$ cat config.mk
export PLATFORM = sky130hd
export DESIGN_NAME = sio_status_unit
export DESIGN_NICKNAME = d
export VERILOG_FILES = /design/src/rtl/sio_status_pkg.sv /design/src/rtl/sio_err_flags.sv /design/src/rtl/sio_tx_track.sv /design/src/rtl/sio_status_unit.sv
export SDC_FILE = /design/constraint.sdc
export NUM_CORES = 1
export LEC_CHECK = 0
export ABC_AREA = 1
export ABC_CLOCK_PERIOD_IN_PS = 2650
export BUFFER_PORTS_ARGS = -buffer_cell sky130_fd_sc_hd__buf_4
export CAP_MARGIN = 20
export CORE_ASPECT_RATIO = 1.5
export CORE_MARGIN = 2
export CORE_UTILIZATION = 25
export CTS_CLUSTER_DIAMETER = 120
export DETAILED_ROUTE_END_ITERATION = 10
export PLACE_DENSITY_LB_ADDON = 0.05
export SLEW_MARGIN = 30
export SYNTH_ARGS = -nofsm -noshare
export SYNTH_HDL_FRONTEND = slang
export SYNTH_SLANG_ARGS = --single-unit
$ cat constraint.sdc
create_clock -name clk -period 2.65 [get_ports clk]
set_input_delay 0.53 -clock clk [delete_from_list [all_inputs] [get_ports clk]]
set_output_delay 0.53 -clock clk [all_outputs]
set_load 0.005 [all_outputs]
$ cat src/rtl/sio_status_pkg.sv
package sio_status_pkg;

    localparam int STAT_W   = 8;
    localparam int ERR_W    = 4;
    localparam int BUSY_BIT = 7;

    // Packed order gives the bit positions of the status byte's low nibble.
    typedef struct packed {
        logic ovf;   // bit 3
        logic par;   // bit 2
        logic frm;   // bit 1
        logic ovr;   // bit 0
    } err_flags_t;

endpackage

$ cat src/rtl/sio_err_flags.sv
module sio_err_flags
    import sio_status_pkg::*;
(
    input  logic       clk,
    input  logic       rst_n,
    input  logic       pwr_en,
    input  logic       rx_en,
    input  logic       fifo_mode,
    input  logic       ev_par,
    input  logic       ev_frm,
    input  logic       ev_ovr,
    input  logic       rx_push,
    input  logic       rx_full,
    input  logic       reg_wr,
    input  logic       reg_bit,
    input  logic [2:0] reg_sel,
    input  logic [7:0] reg_wdata,
    output err_flags_t err_o,
    output logic       push_block_o
);

    typedef struct packed {
        err_flags_t flags;
    } err_state_t;

    err_state_t s_d, s_q;
    logic              rx_live_d;
    logic              ovf_ev_d;
    logic [ERR_W-1:0]  keep_d;
    logic [ERR_W-1:0]  set_d;

    always_comb begin
        rx_live_d = pwr_en & rx_en;
        ovf_ev_d  = rx_live_d & fifo_mode & rx_push & rx_full;

        // Bits to keep after the software write; zeros written clear flags.
        keep_d = '1;
        if (reg_wr) begin
            if (reg_bit) begin
                if (!reg_sel[2] && !reg_wdata[0]) begin
                    keep_d[reg_sel[1:0]] = 1'b0;
                end
            end else begin
                keep_d = reg_wdata[ERR_W-1:0];
            end
        end

        set_d = {ovf_ev_d, ev_par, ev_frm, ev_ovr} & {ERR_W{rx_live_d}};

        s_d = s_q;
        if (!rx_live_d) begin
            s_d.flags = '0;
        end else begin
            // Events override a simultaneous clear.
            s_d.flags = err_flags_t'((s_q.flags & keep_d) | set_d);
        end
    end

    always_ff @(posedge clk or negedge rst_n) begin
        if (!rst_n) begin
            s_q <= '0;
        end else begin
            s_q <= s_d;
        end
    end

    assign err_o        = s_q.flags;
    assign push_block_o = ovf_ev_d;

    logic [ERR_W-1:0] err_vec;
    assign err_vec = s_q.flags;

    AST_ERR_STICKY: assert property (@(posedge clk) disable iff (!rst_n)
        (pwr_en && rx_en && !reg_wr) |=> ((err_vec & $past(err_vec)) == $past(err_vec)));
    AST_ERR_CTRL_CLEAR: assert property (@(posedge clk) disable iff (!rst_n)
        (!pwr_en || !rx_en) |=> (err_vec == '0));
    AST_NO_OVF_SINGLE: assert property (@(posedge clk) disable iff (!rst_n)
        (!fifo_mode && !err_o.ovf) |=> !err_o.ovf);
    AST_SUPPRESS_SRC: assert property (@(posedge clk) disable iff (!rst_n)
        push_block_o |-> (fifo_mode && rx_full && rx_push));
    AST_OVF_FOLLOWS: assert property (@(posedge clk) disable iff (!rst_n)
        push_block_o |=> err_o.ovf);

endmodule

$ cat src/rtl/sio_tx_track.sv
module sio_tx_track #(
    parameter int DEPTH = 4,
    parameter int LAG   = 2
) (
    input  logic clk,
    input  logic rst_n,
    input  logic pwr_en,
    input  logic tx_en,
    input  logic fifo_mode,
    input  logic tx_wr,
    input  logic tx_start,
    input  logic tx_end,
    output logic busy_o
);

    localparam int CNT_W = $clog2(DEPTH + 1);

    typedef struct packed {
        logic [LAG-1:0]   pipe;
        logic [CNT_W-1:0] cnt;
        logic             shift;
    } tx_state_t;

    tx_state_t        s_d, s_q;
    logic             live_d;
    logic             arrive_d;
    logic             take_d;
    logic [CNT_W-1:0] cap_d;
    logic [CNT_W-1:0] cnt_d;

    always_comb begin
        live_d   = pwr_en & tx_en;
        cap_d    = fifo_mode ? CNT_W'(DEPTH) : CNT_W'(1);
        arrive_d = s_q.pipe[LAG-1];
        take_d   = tx_start && (s_q.cnt != '0);

        cnt_d = s_q.cnt;
        if (take_d) begin
            cnt_d = cnt_d - 1'b1;
        end
        if (arrive_d && (cnt_d < cap_d)) begin
            cnt_d = cnt_d + 1'b1;
        end

        s_d      = s_q;
        s_d.pipe = (s_q.pipe << 1) | LAG'(tx_wr & live_d);
        s_d.cnt  = cnt_d;
        if (take_d) begin
            s_d.shift = 1'b1;
        end else if (tx_end) begin
            s_d.shift = 1'b0;
        end

        if (!live_d) begin
            s_d = '0;
        end
    end

    always_ff @(posedge clk or negedge rst_n) begin
        if (!rst_n) begin
            s_q <= '0;
        end else begin
            s_q <= s_d;
        end
    end

    assign busy_o = ((s_q.cnt != '0) | s_q.shift) & pwr_en & tx_en;

    AST_TX_OFF_FLUSH: assert property (@(posedge clk) disable iff (!rst_n)
        (!pwr_en || !tx_en) |=> (s_q.cnt == '0 && !s_q.shift && s_q.pipe == '0));
    AST_CNT_FROM_LAG: assert property (@(posedge clk) disable iff (!rst_n)
        (s_q.cnt > $past(s_q.cnt)) |-> $past(s_q.pipe[LAG-1]));
    AST_CNT_CAP: assert property (@(posedge clk) disable iff (!rst_n)
        s_q.cnt <= CNT_W'(DEPTH));

endmodule

$ cat src/rtl/sio_status_unit.sv
module sio_status_unit
    import sio_status_pkg::*;
#(
    parameter int TX_FIFO_DEPTH = 4,
    parameter int TX_LAG        = 2
) (
    input  logic       clk,
    input  logic       rst_n,
    input  logic       pwr_en,
    input  logic       tx_en,
    input  logic       rx_en,
    input  logic       fifo_mode,
    input  logic       tx_wr,
    input  logic       tx_start,
    input  logic       tx_end,
    input  logic       rx_par_err,
    input  logic       rx_frm_err,
    input  logic       rx_ovr_err,
    input  logic       rx_push,
    input  logic       rx_full,
    input  logic       reg_wr,
    input  logic       reg_bit,
    input  logic [2:0] reg_sel,
    input  logic [7:0] reg_wdata,
    output logic [7:0] stat_o,
    output logic       push_block_o
);

    err_flags_t err_w;
    logic       busy_w;

    sio_tx_track #(
        .DEPTH (TX_FIFO_DEPTH),
        .LAG   (TX_LAG)
    ) i_tx_track (
        .clk       (clk),
        .rst_n     (rst_n),
        .pwr_en    (pwr_en),
        .tx_en     (tx_en),
        .fifo_mode (fifo_mode),
        .tx_wr     (tx_wr),
        .tx_start  (tx_start),
        .tx_end    (tx_end),
        .busy_o    (busy_w)
    );

    sio_err_flags i_err_flags (
        .clk          (clk),
        .rst_n        (rst_n),
        .pwr_en       (pwr_en),
        .rx_en        (rx_en),
        .fifo_mode    (fifo_mode),
        .ev_par       (rx_par_err),
        .ev_frm       (rx_frm_err),
        .ev_ovr       (rx_ovr_err),
        .rx_push      (rx_push),
        .rx_full      (rx_full),
        .reg_wr       (reg_wr),
        .reg_bit      (reg_bit),
        .reg_sel      (reg_sel),
        .reg_wdata    (reg_wdata),
        .err_o        (err_w),
        .push_block_o (push_block_o)
    );

    always_comb begin
        stat_o           = '0;
        stat_o[BUSY_BIT] = busy_w;
        stat_o[ERR_W-1:0] = err_w;
    end

endmodule

## Word level (Yosys, flattened, before mapping)

Cells that the tools add are included.

| storage, ports and cells | value |
|---|---|
| bits in registers | 10 |
| input port bits | 27 |
| output and inout port bits | 9 |
| logic and storage cells | 46 |

| cells by class | value |
|---|---|
| add/subtract/negate cells | 2 |
| magnitude comparators | 3 |
| eq/ne operators | 1 |
| multiplexer cells | 12 |
| bitwise operators | 14 |
| reduce and logical (&&, ||, !) cells | 7 |

Operator list:

| kind | count |
|---|---|
| $mux 4 | 4 |
| $mux 3 | 3 |
| $and 1x1->1 | 8 |
| $and 4x4->4 | 2 |
| $mux 6 | 1 |
| $logic_and 1x1->1 | 4 |
| $not 4->4 | 1 |
| $or 4x4->4 | 1 |
| $add 3x1->3 const B | 1 |
| $lt 2x3->1 const B | 1 |
| $lt 3x3->1 | 1 |
| $mux 1 | 3 |
| $ne 3x3->1 const B | 1 |
| $reduce_bool 3->1 | 1 |
| $sub 3x1->3 const B | 1 |
| $demux 1 s2 | 1 |
| $ge 2x1->1 const B | 1 |
| $logic_not 1->1 | 2 |
| $or 2x2->2 | 1 |
| $or 1x1->1 | 1 |

## Depth between registers and ports, before layout

Gate-level depths: netlist of run 1.

| depth | value |
|---|---|
| word-level depth | 11 |
| depth in mapped cells | 13 |
| mapped depth without buffers | 13 |

## Hierarchy

A second synthesis of run 1 with hierarchy kept.

| second synthesis, totals | value |
|---|---|
| cells, all modules | 111 |
| area, all modules | 750.7 um^2 |

Modules (own cells, without submodules):

| module | instances | cells an instance | area each (um^2) | seq. area each (um^2) |
|---|---|---|---|---|
| sio_tx_track | 1 | 63 | 451.7 | 150.1 |
| sio_err_flags | 1 | 43 | 265.3 | 100.1 |
| sio_status_unit | 1 | 5 | 33.8 | 0.0 |

## Worst setup path after synthesis of run 1

No wires, ideal clock.

| path | value |
|---|---|
| path type | register to register |
| start | register i_tx_track.s_q[1] in the netlist's numbering |
| end | register i_tx_track.s_q[2] in the netlist's numbering |
| library setup time | 0.118 ns |
| arrival | 1.518 ns |
| data required time | 2.532 ns |
| setup slack | 1.014 ns |
| stages on the path, launching flop included | 13 |
| path buffers | 0 |
| clock period less this slack | 1.636 ns |
| cells stage by stage | dfrtp_1 inv_1 ha_1 nand2_1 inv_1 o21ai_0 o21ai_1 inv_1 ha_1 nor2_1 nand2_4 nor2_1 nor2_2 |

RTL lines:

| element | RTL line | text |
|---|---|---|
| start, declared | sio_tx_track.sv:24 | `tx_state_t s_d, s_q;` |
| start signal, assigned | sio_tx_track.sv:61 | `s_q <= '0;` |
| start signal, assigned | sio_tx_track.sv:63 | `s_q <= s_d;` |

## Worst setup path after layout of run 1

| path | value |
|---|---|
| start | register i_tx_track.s_q[1] in the netlist's numbering |
| end | output port stat_o[7] |

| on the way | value |
|---|---|
| word-level cells in the longest chain between the ends | 4 |

Ends and longest elaborated chain:

| element | RTL line | text |
|---|---|---|
| $reduce_bool 3->1 | sio_tx_track.sv:67 | `assign busy_o = ((s_q.cnt != '0) \| s_q.shift) & pwr_en & tx_en;` |
| $or 1x1->1 | sio_tx_track.sv:67 |  |
| $and 1x1->1 (2 in series) | sio_tx_track.sv:67 |  |
| end, declared | sio_status_unit.sv:25 | `output logic [7:0] stat_o,` |

Every way passes these cells.

==> flow_metrics.py, run 1 <==
metrics = {
    "yosys": {
        "yosysWarnings": 0,
        "avgSynthCellArea_um2": 7.13,
        "async_flop_share": 1.00,
        "ys_seq_elements": 10,
        "synthCells": 97,
        "ys.flop_type": "dfrtp_1",
        "synth-edff-count": 0,
        "syn_area_um2": 692,
        "synthDistinctLibCells": 18,
        "synth_seq_area_share": 0.362,
    },
    "finish": {
        "layout_commonest_cell": "buf_4",
        "layout_common_cells": "28 x buf_4, 21 x inv_1, 18 x nand2_1",
        "antenna_cells": 0,
        "final_util": 0.371,
        "stdcell_area_um2": 981,
        "area_growth_pct": 41.8,
        "layout-drive-gt1-share": 0.315,
        "final_net_count": 159,
    },
    "sta": {
        "worst_slack_ns": 0.819,
        "whs_ns": 0.115,
        "period_share": 0.691,
        "rsz0062_at_grt": "false",
        "timing.fmax_mhz": 546,
        "min_period_ns": 1.83,
        "final_hold_viol_count": 0,
        "finalSetupViolCount": 0,
        "skew_ns": 0.00188,
        "fin_tns_setup_ns": 0,
        "maxSlewViolCount": 0,
    },
    "run_status": {
        "outcome": "finished clean",
    },
    "power_and_ir_drop": {
        "powerDensity_nw_per_um2": 448,
        "irDropWorstVdd_mv": 0.209,
        "p_leak_nw": 0.579,
    },
    "clocking": {
        "cts_sinks": 10,
        "clk_pin_slew_ns": 0.05,
        "htree_num_levels": 1,
        "cts_tree": "built",
        "cts-resized-gates": 0,
        "cts_root_buffer": "clkbuf_8",
        "ctsLongestPathBuffers": 2,
        "hold_buffers": 0,
        "clk_latency_ns": 0.24,
        "numCtsBuffers": 3,
        "post_cts_buffers": 0,
    },
    "global_route": {
        "grt_pass1_wl_um": 2470,
        "grt_use_total": 0.114,
        "grt-ovfl-total": 0,
        "antenna_found_initial": 0,
        "grt_pass1_vias": 606,
        "grt_max_degree": 11,
    },
    "critical_path": {
        "rr_startpoint": "i_tx_track.s_q[1]",
        "crit_start": "i_tx_track.s_q[1]",
        "crit_path_frequent_cell": "inv_1",
        "cpPeakStageDelay_ns": 0.37,
        "cp_cell_sequence": "inv_1, ha_1, nand2_2, o21ai_0, inv_1, buf_4",
        "cpLargestDelayFamily": "flip-flops",
        "critical_path_class": "reg -> out",
        "cp_num_buf_inv": 3,
        "worst_ep_required_time_ns": 2.12,
        "crit_slowest_cell": "dfrtp_1",
        "cp-end-kind": "output port",
        "cp-start-kind": "register",
        "crit_fanout": 4,
        "cp.arrival_ns": 1.30,
    },
    "floorplan": {
        "dieArea_um2": 3210,
        "coreArea_um2": 2650,
        "die_y_um": 68.4,
        "num_rows": 23,
        "pin_count": 36,
        "start_util": 0.261,
        "chipWidth_um": 47.0,
    },
    "place": {
        "gp_congestion": 0.731,
        "hpwl_um": 1370,
        "dpl_cell_area_um2": 926,
        "place_ws_ns": 0.780,
        "portBuffers": 28,
    },
    "run": {
        "drv_cap": 0,
    },
    "min_path": {
        "hp-class": "in -> async",
    },
    "drt": {
        "drtIter0Drc": 10,
        "vias": 675,
        "drt_first_pass_iters": 4,
        "vias_per_cell": 4.12,
        "drt-wirelength-per-cell_um": 9.57,
        "ant_nets": 0,
        "drc_errors": 0,
        "wirelength_um": 1570,
    },
}
[synthesized netlist by cell type (3+ instances only)]
library cell  instances  area (um^2)
a21oi_1               6         30.0
a31oi_1               3         18.8
buf_4                 4         30.0
dfrtp_1              10          250
ha_1                  4         50.1
inv_1                21         78.8
nand2_1              18         67.6
nand2_2               5         31.3
nand3_1               4         20.0
nor2_1                9         33.8
o21ai_0               6         30.0
[metrics by stage]
stage / total power [W] / std cells
2_1_floorplan: 0.000210 / 99
3_3_place_gp: 0.000251 / 160
3_5_place_dp: 0.000251 / 160
4_1_cts: 0.000448 / 164
5_1_grt: 0.000467 / 164
6_report: 0.000439 / 164
[layout make-up]
class	instances	area [um^2]
well taps	37	46.3
multi-input cells	64	340
fillers	299	1670
repair buffers	28	210
flip-flops and latches	10	250
clock buffers	4	55.1
inverters	21	78.8
[cell families (layout without fill, tap and decap cells)]
logic type | after synthesis | in the layout | synth area share
and+or+nand+nor | 40 | 40 | 0.269
buffers and inverters | 25 | 53 | 0.157
AOI/OAI and AO/OA | 16 | 16 | 0.121
DFF | 10 | 10 | 0.362
adders and majority gates | 4 | 4 | 0.0723
other | 1 | 3 | 0.00542
xor gates and xnor gates | 1 | 1 | 0.0127
[power by group]
part / switching, W / leakage, nW / internal [W] / total (W)
Combinational: 0.0000439 / 0.413 / 0.0000423 / 0.0000862
Clock: 0.0000621 / 0.0288 / 0.000131 / 0.000193
Sequential: 0.00000221 / 0.137 / 0.000158 / 0.000160
Total: 0.000108 / 0.579 / 0.000331 / 0.000439
[flip-flops by register name (all words and copies together) (netlist names)]
signal,flops
i_err_flags.err_o,4
i_tx_track.s_q,5
i_tx_track.arrive_d,1
[routing by layer]
| layer | global-route usage | up-vias | part of all wire |
|---|---|---|---|
| li1 | - | 353 | - |
| met3 | 0.0158 | 4 | 0.043 |
| met5 | 0 | - | 0 |
| met4 | 0.0833 | 0 | 0.024 |
| met1 | 0.108 | 301 | 0.35 |
| met2 | 0.211 | 17 | 0.59 |
[worst paths after layout]
kind,to,slack [ns],cells after the start
max,stat_o[7],0.82,6
min,i_err_flags.err_o[0],0.12,1
max reg2reg,i_tx_track.s_q[2],0.86,12
min reg2reg,i_tx_track.arrive_d,0.47,2
max in group asynchronous,i_tx_track.arrive_d,2.39,1
min in group clk,i_tx_track.arrive_d,0.47,2
Note: power is estimated with default switching activity, not from simulation.
==> run 2, diff against run 1 <==
Settings changed: ABC_AREA 1 to 0, ABC_CLOCK_PERIOD_IN_PS 2650 to 1850.
Clock period 2.65 ns to 1.85 ns, I/O delays scaled along.
==> run 2 against run 1 <==
The run now ends with setup timing left. Utilization up 4.8 points. Non-clock buffer count rose by 16. Hold slack better by 0.24 ns. Combinational power increased by 150%. Final area is 24% higher. Clock power grew 12%. Clock skew down 0.00072 ns. Sequential power increased by 46%. Power grew 51%. Area after synthesis up 9.6%. Sequential cell count unchanged. Clock-buffer cell count shrank 1. Critical path type is now reg -> reg.
==> flow_metrics.py, run 2 <==
metrics = {
    "yosys": {
        "synth_top_area_frac": 0.330,
        "yosys.area.top_type": "dfrtp_1",
        "yosysWarnings": 0,
        "synth_area_leaders": "dfrtp_1 33%, ha_1 6.6%, nor2_1 4.5%, buf_4 4.0%, inv_1 3.5%",
        "syn_area_um2": 758,
        "synth_commonest_cells": "10 x dfrtp_1, 9 x nor2_1, 7 x inv_1, 5 x nand2_1",
        "ys_seq_elements": 10,
        "synth_seq_area_share": 0.330,
        "ys.flop_type": "dfrtp_1",
        "synthCells": 88,
        "async_flop_share": 1.00,
        "synth_most_common_cell": "dfrtp_1",
        "synthDistinctLibCells": 35,
        "avgSynthCellArea_um2": 8.62,
        "synth-edff-count": 0,
    },
    "clocking": {
        "cts_sinks": 10,
        "numCtsBuffers": 3,
        "clk_pin_slew_ns": 0.04,
        "cts_root_buffer": "clkbuf_8",
        "ctsLongestPathBuffers": 2,
        "htree_num_levels": 1,
        "cts_tree": "built",
        "clk_latency_ns": 0.23,
    },
    "finish": {
        "layout-drive-gt1-share": 0.466,
        "regArea_um2": 250,
        "fillers": 331,
        "stdcell_count": 172,
        "largest_reg_flops": 5,
        "layout_common_cells": "43 x buf_4, 10 x dfrtp_1, 8 x nor2_1",
        "layout_commonest_cell": "buf_4",
        "final_net_count": 166,
        "largest_register": "i_tx_track.s_q",
        "area_growth_pct": 60.7,
        "antenna_cells": 0,
        "multiInputGateArea_um2": 519,
    },
    "min_path": {
        "hp-class": "in -> reg",
        "hold-path-endpoint": "i_err_flags.err_o[2]",
        "hold_depth": 2,
        "hold_start": "reg_wr",
    },
    "drt": {
        "drt-wirelength-per-cell_um": 12.5,
        "drtIter0Drc": 22,
        "drt_first_pass_iters": 4,
        "dr_wl_met3_um": 117,
        "top_layer": "met4",
        "vias_per_cell": 4.91,
        "ant_nets": 0,
        "vias": 844,
        "drt-met1-wl_um": 811,
        "route.met2.wl_um": 1170,
        "wirelength_um": 2150,
        "drc_errors": 0,
    },
    "critical_path": {
        "reg2reg_depth": 9,
        "reg2reg_slack_ns": -0.06,
        "crit_fanout": 3,
        "cp-end-kind": "register",
        "rr_startpoint": "i_tx_track.s_q[2]",
        "cp-start-kind": "register",
        "critical_path_class": "reg -> reg",
        "regToRegEndpoint": "i_tx_track.s_q[3]",
        "worst_ep_required_time_ns": 2.01,
        "cp.arrival_ns": 2.07,
    },
    "floorplan": {
        "chipWidth_um": 49.0,
        "num_rows": 24,
        "coreArea_um2": 2910,
        "die_y_um": 71.5,
        "pin_count": 36,
        "dieArea_um2": 3500,
        "start_util": 0.260,
    },
    "sta": {
        "final_hold_viol_count": 0,
        "worst_slack_ns": -0.0552,
        "skew_ns": 0.00116,
        "min_period_ns": 1.91,
        "fin_tns_setup_ns": -0.0637,
        "maxSlewViolCount": 0,
        "finalSetupViolCount": 2,
        "timing.fmax_mhz": 525,
        "rsz0062_at_grt": "true",
        "period_share": 1.03,
    },
    "power_and_ir_drop": {
        "p_leak_nw": 0.590,
        "powerDensity_nw_per_um2": 544,
        "fin_total_pwr_w": 0.000663,
        "irDropWorstVdd_mv": 0.286,
    },
    "place": {
        "gp_congestion": 0.835,
        "placed_cells": 165,
        "hpwl_um": 1760,
        "portBuffers": 28,
        "place_ws_ns": -0.0870,
    },
    "run_status": {
        "violations": "setup timing",
        "outcome": "complete, but fails checks",
    },
    "run": {
        "drv_cap": 0,
    },
    "global_route": {
        "antenna_found_initial": 0,
        "grt_pass1_vias": 870,
        "grt_use_total": 0.135,
        "grt-ovfl-total": 0,
        "grt_max_degree": 11,
        "grt_pass1_wl_um": 3620,
    },
}
run 2: cell count changes after synthesis, sizes merged, moves of 3 or more:
cell,change
nand2,-19
inv,-14
nand2b,+4
nor2b,+3
o21ai,-3
run 2: routing by layer:
metal | GRT usage | vias to the layer above
met4 | 0.0921 | 0
met1 | 0.136 | 400
met3 | 0.0271 | 4
met2 | 0.245 | 29
met5 | 0 | -
li1 | - | 411
run 2: through the flow:
stage | hold WS (ns) | util | area (um^2)
2_1_floorplan | 0.0744 | - | 801
3_3_place_gp | 0.209 | 0.384 | 1120
3_5_place_dp | 0.210 | 0.384 | 1120
4_1_cts | 0.352 | 0.413 | 1200
5_1_grt | 0.369 | 0.418 | 1220
6_report | 0.357 | 0.418 | 1220
run 2: where the power goes:
group,leakage [nW],switching (W),internal [W]
registers,0.137,0.00000575,0.000228
clock network,0.0216,0.0000753,0.000142
logic,0.431,0.0000956,0.000117
total,0.590,0.000177,0.000487
run 2: layout make-up:
type                            count  area share
Clock buffer                        3      0.0339
Inverter                            7      0.0216
Multi-Input combinational cell     69       0.426
Sequential cell                    10       0.205
Tap cell                           39      0.0400
Timing Repair Buffer               44       0.273
run 2: cells by family (layout without fill, tap and decap cells):
family                     Yosys count  after routing  share of synthesized area
AOI/OAI and AO/OA                   24             24                      0.234
and+or+nand+nor                     37             37                      0.279
xor gates and xnor gates             1              1                     0.0116
DFF                                 10             10                      0.330
adders and majority gates            4              4                     0.0660
other                                1              3                    0.00495
buffers and inverters               11             54                     0.0743
run 2: worst max-delay path by stage:
stage                       from  depth (start not counted)  slack (ns)                end
3_3_place_gp   i_tx_track.s_q[2]                          9       -0.09  i_tx_track.s_q[3]
3_5_place_dp   i_tx_track.s_q[2]                          9       -0.09  i_tx_track.s_q[3]
2_1_floorplan  i_tx_track.s_q[1]                          9       -0.03  i_tx_track.s_q[3]
5_1_grt        i_tx_track.s_q[2]                          9       -0.14  i_tx_track.s_q[3]
6_report       i_tx_track.s_q[2]                          9       -0.06  i_tx_track.s_q[3]
4_1_cts        i_tx_track.s_q[2]                          9       -0.05  i_tx_track.s_q[3]
run 2: critical path, cell delays in order (launching register included):
cell	delay, ns
dfrtp_1	0.39
inv_2	0.10
ha_4	0.14
and4bb_4	0.19
or2_4	0.24
ha_4	0.16
nor2b_2	0.16
nand4_1	0.12
a211o_1	0.27
nand3_1	0.08
run 2: repair_timing:
item | in CTS | in global routing
resized for setup | 5 | 2
hold buffers | 1 | 0
pin swaps | 2 | 0
endpoints found under the setup margin | 3 | 3
buffers inserted | 2 | 1
endpoints found under the hold margin | 10 | 0
